## src/rtl/tmr_pkg.sv

```systemverilog
package tmr_pkg;
   localparam int NCOPY = 3;

   function automatic logic maj3(input logic a, input logic b, input logic c);
      return (a & b) | (a & c) | (b & c);
   endfunction
endpackage

```

## src/rtl/tmr_copy_reg.sv

```systemverilog
module tmr_copy_reg #(
   parameter int WIDTH = 8,
   parameter logic [WIDTH-1:0] RST_VAL = '0
) (
   input  logic             clk,
   input  logic             rst,
   input  logic [WIDTH-1:0] wr_val,
   input  logic [WIDTH-1:0] flip,
   output logic [WIDTH-1:0] q
);
   always_ff @(posedge clk) begin
      if (rst) q <= RST_VAL;
      else     q <= wr_val ^ flip;
   end
endmodule

```

## src/rtl/tmr_voter.sv

```systemverilog
module tmr_voter
   import tmr_pkg::*;
#(
   parameter int WIDTH = 8
) (
   input  logic [WIDTH-1:0] a,
   input  logic [WIDTH-1:0] b,
   input  logic [WIDTH-1:0] c,
   output logic [WIDTH-1:0] vote,
   output logic             disagree
);
   for (genvar i = 0; i < WIDTH; i++) begin : g_bit
      assign vote[i] = maj3(a[i], b[i], c[i]);
   end
   assign disagree = |((a ^ b) | (b ^ c));
endmodule

```

## src/rtl/tmr_inject.sv

```systemverilog
module tmr_inject
   import tmr_pkg::*;
#(
   parameter int WIDTH = 8,
   parameter int IDX_W = 3,
   parameter bit ENABLE = 1'b1
) (
   input  logic                         inj_en,
   input  logic [NCOPY-1:0]             inj_mask,
   input  logic [IDX_W-1:0]             inj_bit,
   output logic [NCOPY-1:0][WIDTH-1:0]  flip
);
   localparam logic [WIDTH-1:0] ONE = {{(WIDTH-1){1'b0}}, 1'b1};

   if (ENABLE) begin : g_inj
      logic [WIDTH-1:0] pos;
      assign pos = ONE << inj_bit;
      for (genvar k = 0; k < NCOPY; k++) begin : g_copy
         assign flip[k] = (inj_en && inj_mask[k]) ? pos : '0;
      end
   end else begin : g_noinj
      logic unused_ok;
      assign unused_ok = &{1'b0, inj_en, inj_mask, inj_bit};
      assign flip = '0;
   end
endmodule

```

## src/rtl/tmr_scrub_reg.sv

```systemverilog
module tmr_scrub_reg
   import tmr_pkg::*;
#(
   parameter int WIDTH = 8,
   parameter logic [WIDTH-1:0] RST_VAL = 8'hA5,
   parameter bit INJ_ENABLE = 1'b1,
   localparam int IDX_W = (WIDTH > 1) ? $clog2(WIDTH) : 1
) (
   input  logic             clk,
   input  logic             rst,
   input  logic             ld_en,
   input  logic [WIDTH-1:0] d_in,
   input  logic             inj_en,
   input  logic [2:0]       inj_mask,
   input  logic [IDX_W-1:0] inj_bit,
   output logic [WIDTH-1:0] q_out,
   output logic             mismatch
);
   if (WIDTH < 1) begin : g_bad_width
      $error("tmr_scrub_reg: WIDTH must be at least 1");
   end
   if (NCOPY != 3) begin : g_bad_copies
      $error("tmr_scrub_reg: majority voting needs exactly three copies");
   end

   logic [WIDTH-1:0]             copy_q [NCOPY];
   logic [NCOPY-1:0][WIDTH-1:0]  flip;
   logic [WIDTH-1:0]             voted;
   logic [WIDTH-1:0]             wr_val;
   logic                         disagree;

   tmr_voter #(.WIDTH(WIDTH)) u_vote (
      .a(copy_q[0]), .b(copy_q[1]), .c(copy_q[2]),
      .vote(voted), .disagree(disagree)
   );

   tmr_inject #(.WIDTH(WIDTH), .IDX_W(IDX_W), .ENABLE(INJ_ENABLE)) u_inj (
      .inj_en(inj_en), .inj_mask(inj_mask), .inj_bit(inj_bit), .flip(flip)
   );

   assign wr_val = ld_en ? d_in : voted;

   for (genvar k = 0; k < NCOPY; k++) begin : g_copy
      tmr_copy_reg #(.WIDTH(WIDTH), .RST_VAL(RST_VAL)) u_copy (
         .clk(clk), .rst(rst), .wr_val(wr_val), .flip(flip[k]), .q(copy_q[k])
      );
   end

   always_ff @(posedge clk) begin
      if (rst) mismatch <= 1'b0;
      else     mismatch <= disagree;
   end

   assign q_out = voted;
endmodule

```

## config.mk

```make
export PLATFORM = sky130hd
export DESIGN_NAME = tmr_scrub_reg
export DESIGN_NICKNAME = d
export VERILOG_FILES = /design/src/rtl/tmr_pkg.sv /design/src/rtl/tmr_copy_reg.sv /design/src/rtl/tmr_voter.sv /design/src/rtl/tmr_inject.sv /design/src/rtl/tmr_scrub_reg.sv
export SDC_FILE = /design/constraint.sdc
export NUM_CORES = 1
export LEC_CHECK = 0
export ABC_AREA = 1
export BUFFER_PORTS_ARGS = -buffer_cell sky130_fd_sc_hd__buf_2
export CAP_MARGIN = 10
export CORE_MARGIN = 3
export CORE_UTILIZATION = 55
export DETAILED_ROUTE_END_ITERATION = 7
export PLACE_DENSITY = 0.88
export SKIP_LAST_GASP = 1
export SYNTH_ARGS = -nofsm -noshare
export SYNTH_HDL_FRONTEND = slang
export SYNTH_SLANG_ARGS = --single-unit
```

## constraint.sdc

```tcl
create_clock -name clk -period 1.2 [get_ports clk]
set_input_delay 0.12 -clock clk [delete_from_list [all_inputs] [get_ports clk]]
set_output_delay 0.12 -clock clk [all_outputs]
set_load 0.005 [all_outputs]
```

==> metrics.md, run 1 <==
| Metric | Value |
|---|---|
| Post-synthesis instance area | approximately 1600 um2 |
| IO Port Bufs | 26 |
| Layout cell share with drive strength beyond 1 | a little under two fifths |
| H-Tree Depth | 1 |
| Yosys Warn Count | 0 |
| Initial DRT Pass Iterations | 5 |
| Hpwl dp | between 2000 and 2500 um |
| Die H | 59.84 um |
| Nets | around 310 |
| Worst hold start | d_in[2] |
| Full die area | 3580 um2 |
| Die X | approximately 60 um |
| Setup tns final | -278.2 ps |
| Drt via density | slightly above 5 |
| Buf/Inv on CP | 1 |
| CTS tree | yes |
| Initial antenna violation count | 0 |
| Syn Area/Cell | 6.506 um2 |
| Clk root buf | clkbuf_4 |
| Drt wl/cell | roughly 11 um |
| Worst slew margin | 81.64% |
| Placer Congestion | slightly above 0.8 |
| Distinct cells, synth | 15 |
| MaxCap Viol Count | 0 |
| Final critical-path share of the clock period | 104.7% |
| TritonCTS Buffers | 3 |
| Failing checks | setup timing |
| 1st-iter DRT viols | 57 |
| CP endpoint kind | primary output |
| Clock sink count | 25 |
| Cell count after synthesis | around 250 |
| Via Count | 1576 |
| Flops & latches, synth | 25 |
| Req. time, crit path | between 1000 and 1500 ps |
| Util after Layout | 75.43% |
| Maximum VDD drop | between 700 and 800 uV |
| Worst Setup SP | g_copy[0].u_copy.q[5] |
| Tot GR Track Use | between 20% and 30% |
| Design Power | approximately 1.8 mW |
| Status | complete, but fails checks |
| WL final | 3403 um |
| Hold Path Class | in -> reg |
| Maximum clock frequency | approximately 0.80 GHz |
| Min Clock Period, post-route | around 1300 ps |
| Total gr overflow | 0 |
| Final setup vio count | 8 |
| Crit path largest cell delay | approximately 350 ps |
| Detail Route Antenna Nets | 0 |
| Arr. time, crit path | 1140 ps |
| Pin count of the biggest net entering global routing | 25 |
| Clock Latency Late Sink | slightly above 300 ps |
| Hold Vio Cnt, Final | 0 |
| Ant diodes | 0 |
| Core area | 2613 um2 |
| RSZ-0062 raised after global routing | yes |
| Lkg Pwr | 1.027 nW |
| Pwr/cell area | a little under 900 nW/um2 |
| Remaining DRCs | 0 |
| # IOs | 27 |
| Seq/Total Area, Yosys | about a third |
| Cells along the critical path | ha_2 -> nor2_4 -> nand2_1 -> buf_2 |
| Area after DPL | roughly 1700 um2 |
| First-pass GRT wire length | about 5700 um |
| CTS max path bufs | 2 |
| Area grow syn2layout | 23.63% |
| Slowest-stage cell, CP | dfxtp_2 |
| Synth Net Count | 279 |
| Core Rows | 18 |
| Final Max Slew Viols | 0 |
| Initial Util | 61.02% |
| Vias in the first global route | approximately 1400 |
| Worst Max-Slew Pin Slew | between 200 and 300 ps |
| Worst R2R Start | g_copy[0].u_copy.q[5] |
| Fin Clk Skew | roughly 4.0 ps |
| Crit path kind | reg -> out |
| CP Max Fanout | 2 |
| Top delay family on crit path | flip-flops |
| Final setup margin | -56.74 ps |
| Worst setup SP type | flip-flop |
| Clock-pin transition on the worst setup and hold timing paths | roughly 130 ps |
| Final instance area | approximately 2000 um2 |
==> state kept, by name (all words and copies together) (netlist names) <==
signal / count
g_copy.u_copy.q: 24
mismatch: 1
==> through the flow <==
step | hold slack, ps | setup slack, ps | cells
floorplan | 189.1 | 133.6 | 245
detailed placement | 305.5 | 6.238 | 298
finish | 164.8 | -56.74 | 304
CTS | 158.7 | -48.93 | 303
global placement | 298.6 | 54.47 | 298
global route | 168.2 | -129.3 | 304
==> cells in the mapped netlist (all sizes together) <==
cell type	count	area, um2
clkbuf	2	17.51
buf	2	16.26
ha	16	200.2
a21oi	1	5.000
or2	8	55.06
inv	20	75.07
nand3	50	250.2
nand2	74	277.8
dfxtp	25	500.5
nor2	47	196.4
==> area by class of cell <==
type / instances / area (um2)
multi-input combinational: 196 / 1145
fill: 199 / 641.9
sequential: 25 / 531.8
timing repair buffer: 29 / 155.1
inverter: 20 / 75.07
tap: 30 / 37.54
clock buffer: 4 / 26.28
==> placed cells by master (no fill, tap or decap), types with 6 or more instances in the layout <==
master / n
nand2_1: 67
nand3_1: 50
nor2_1: 30
buf_2: 26
dfxtp_2: 19
inv_1: 18
nor2_2: 13
ha_2: 10
nand2_2: 7
or2_2: 6
ha_4: 6
==> worst register-to-register path, cell delays in order, from the launching register on <==
cell and delay (ps):
dfxtp_2 350, ha_2 200, nor2_4 100, nand3_1 170
nand3_1 140, nand3_1 70
==> final timing paths <==
kind	to	slack [ps]	cells after the start
max	q_out[5]	-60	4
min	g_copy[2].u_copy.q[2]	160	4
min reg2reg	g_copy[0].u_copy.q[4]	750	5
max reg2reg	g_copy[0].u_copy.q[5]	60	5
==> timing repair <==
item,CTS,global route
endpoints found under the setup margin,9,28
endpoints found under the hold margin,1,0
buffers inserted,0,1
resized for setup,40,25
hold buffers,1,0
pin swaps,18,14
==> logic make-up after synthesis <==
logic type / synth area share [%]
compound gates: 0.3137
fa+ha+maj: 12.56
buf+inv: 6.828
flops: 31.40
simple gates: 48.90
==> per-layer routing <==
metal | GRT usage [%] | part of all wire, % | wire length, um | up-vias
li1 | - | - | - | 840
met1 | 24.74 | 45 | 1545 | 693
met2 | 36.42 | 48 | 1648 | 39
met3 | 2.808 | 5.0 | 169 | 4
met4 | 7.595 | 1.2 | 40 | 0
met5 | 0 | 0 | 0 | -
==> report_power, final <==
group,switching (mW),internal (mW)
Sequential,0.0441,0.891
Clock,0.240,0.130
Combinational,0.253,0.195
(Power assumes the default switching activity.)
==> inputs of run 2 (changes only) <==
--- a/config.mk
+++ b/config.mk
@@ -5,13 +5,12 @@
 export SDC_FILE = /design/constraint.sdc
 export NUM_CORES = 1
 export LEC_CHECK = 0
-export ABC_AREA = 1
 export BUFFER_PORTS_ARGS = -buffer_cell sky130_fd_sc_hd__buf_2
 export CAP_MARGIN = 10
 export CORE_MARGIN = 3
-export CORE_UTILIZATION = 55
+export CORE_UTILIZATION = 57
 export DETAILED_ROUTE_END_ITERATION = 7
-export PLACE_DENSITY = 0.88
+export PLACE_DENSITY = 0.9
 export SKIP_LAST_GASP = 1
 export SYNTH_ARGS = -nofsm -noshare
 export SYNTH_HDL_FRONTEND = slang
==> run 2 against run 1 <==
The run still ends with setup timing left. Sequential power is 2.4% higher. Total power rose by 28%. Synthesized area rose by 14%. Largest power group unchanged.
==> metrics.md, run 2 <==
| Metric | Value |
|---|---|
| Biggest register | g_copy.u_copy.q |
| Metal-1 WL | between 2000 and 3000 um |
| Tot GR Track Use | between 30% and 40% |
| Psw | just over 0.8 mW |
| Seq/Total Area, Yosys | between 20 and 30% |
| Lkg Pwr | roughly 0.92 nW |
| Worst hold start | rst |
| WL final | about 7600 um |
| Clock Power Share | between 10% and 20% |
| Maximum clock frequency | around 0.65 GHz |
| Via Count | ~2200 |
| Max layer used | met4 |
| Die H | ~62 um |
| Area grow syn2layout | 45.32% |
| Flops & latches, synth | 25 |
| Die X | 62.46 um |
| Buf/Inv on CP | 0 |
| Most frequent cells in the layout | buf_4 (28), buf_2 (26), o211ai_1 (21) |
| Crit path largest cell delay | 480 ps |
| Nets | 274 |
| Pwr/cell area | 851.8 nW/um2 |
| Sw Ratio | 36.43% |
| Min Clock Period, post-route | between 1500 and 2000 ps |
| Hpwl dp | slightly below 4000 um |
| CP endpoint kind | flip-flop |
| WL met2 | 3524 um |
| Initial DRT Pass Iterations | 5 |
| 1st-iter DRT viols | slightly above 300 |
| Reg power frac | 42.5% |
| Initial antenna violation count | 0 |
| Detail Route Antenna Nets | 0 |
| Synth async-reset ratio | 0% |
| WHS | about 110 ps |
| Post-synth top area share | around 28% |
| First-pass GRT wire length | around 9400 um |
| Pin count of the biggest net entering global routing | 15 |
| Synth Net Count | between 200 and 250 |
| Final setup margin | -347.6 ps |
| Max reg flops | 24 |
| Placer Congestion | 0.8730 |
| Fin Clk Skew | between 8 and 9 ps |
| Ys flop type | dfxtp_1 |
| CTS tree | yes |
| Clock-pin transition on the worst setup and hold timing paths | around 160 ps |
| CP Max Fanout | 4 |
| IO Port Bufs | 26 |
| Syn Area/Cell | between 9 and 10 um2 |
| Cells along the critical path | ha_4 -> a2111o_1 -> a22oi_2 -> o21ai_1 |
| Full die area | slightly below 4000 um2 |
| Req. time, crit path | 1430 ps |
| Top delay family on crit path | compound AO/OA/AOI/OAI gates |
| Clock Latency Late Sink | 360 ps |
| Final critical-path share of the clock period | 129.0% |
| RSZ-0062 raised after global routing | yes |
| Top cells by area, synth | dfxtp_1 (28%), ha_1 (11%), o211ai_1 (8.7%) |
| Clock sink count | 25 |
| Clk root buf | clkbuf_4 |
| Worst Max-Slew Pin Slew | ~570 ps |
| Core Rows | 19 |
| Total gr overflow | 0 |
| Failing checks | setup timing |
| Slowest-stage cell, CP | a2111o_1 |
| Area leader, netlist | dfxtp_1 |
| Number of synthesized flops with an enable pin | 0 |
| Cell count after synthesis | 190 |
| Metal3 WL | between 700 and 800 um |
| Internal Power | between 1 and 1.5 mW |
| CTS max path bufs | 2 |
| Ant diodes | 0 |
| Distinct cells, synth | 32 |
| Vias in the first global route | 2042 |
| Drt wl/cell | roughly 27 um |
| Initial Util | a little over three fifths |
| Biggest regs | g_copy.u_copy.q x24, mismatch x1 |
| # IOs | 27 |
| MaxCap Viol Count | 0 |
| Yosys Warn Count | 0 |
| H-Tree Depth | 1 |
| Commonest non-fill, non-tap cell in the layout | buf_4 |
| Worst R2R Start | g_copy[0].u_copy.q[7] |
| Drt via density | 7.808 |
| Layout cell share with drive strength beyond 1 | 52.72% |
| Util after Layout | between 90% and 100% |
| Maximum VDD drop | approximately 750 uV |
| Remaining DRCs | 0 |
| Final setup vio count | 33 |
| Status | complete, but fails checks |
| Core area | 2900 um2 |
| R2R Setup Slk | -350 ps |
| Hold Path Class | in -> reg |
| Crit path kind | reg -> reg |
| Worst Setup SP | g_copy[0].u_copy.q[7] |
| Hold-fix buffers, CTS | 0 |
| Combinational share of power | 37.8% |
| Worst setup SP type | flip-flop |
| Worst slew margin | approximately three fifths |
| Hold Vio Cnt, Final | 0 |
| Final Max Slew Viols | 0 |
| Commonest cells post-synth | dfxtp_1 (25), o211ai_1 (21), ha_1 (16), nor4_1 (16) |
| Post-synthesis instance area | between 1500 and 2000 um2 |
| Arr. time, crit path | about 1800 ps |
| Count leader, synth | dfxtp_1 |
| TritonCTS Buffers | 3 |
==> run 2: kinds of logic after synthesis <==
kind of cell / synth area share (%)
AOI/OAI and AO/OA: 38.36
and+or+nand+nor: 19.63
DFF: 27.55
adders and majority gates: 11.02
buffers and inverters: 3.443
==> run 2: per-stage QoR <==
step                total power [mW]  TNS [ps]  instances  worst slack [ps]  area, um2
detailed placement             1.565     -2741        272            -207.9       2316
CTS                            2.006     -4609        278            -262.5       2489
floorplan                      1.335    -531.4        190            -51.31       1984
finish                         2.249     -6812        281            -347.6       2640
global placement               1.525     -1545        272            -210.9       2316
global route                   2.311     -8292        281            -358.3       2640
==> run 2: cell type report <==
| type | count | area [um2] |
|---|---|---|
| multi-input combinational | 152 | 1623 |
| inverter | 1 | 3.754 |
| clock buffer | 4 | 26.28 |
| timing repair buffer | 57 | 382.9 |
| fill | 112 | 260.3 |
| tap | 42 | 52.55 |
| sequential | 25 | 551.8 |
==> run 2: timing repair <==
item,in CTS,in global routing
setup buffers,2,3
resized for setup,29,23
pin swaps,16,23
endpoints found under the setup margin,33,33
==> run 2: layer usage <==
layer | vias to the layer above | track usage, %
li1 | 891 | -
met1 | 1031 | 34.15
met4 | 0 | 20.11
met5 | - | 0
met3 | 60 | 4.856
met2 | 212 | 51.66
==> run 2: final timing paths <==
kind,end,depth (start not counted)
worst max register to register,g_copy[1].u_copy.q[7],4
worst min register to register,mismatch,3
worst min-delay path,g_copy[0].u_copy.q[6],2
worst max-delay path,g_copy[1].u_copy.q[7],4
==> run 2: power groups by stage <==
stage	Combinational (mW)	Sequential (mW)	Clock, mW
final	0.851	0.957	0.441
after detailed placement	0.604	0.961	0
after global routing	0.887	0.962	0.463
after global placement	0.571	0.954	0
after floorplan	0.364	0.971	0
after CTS	0.661	0.950	0.395
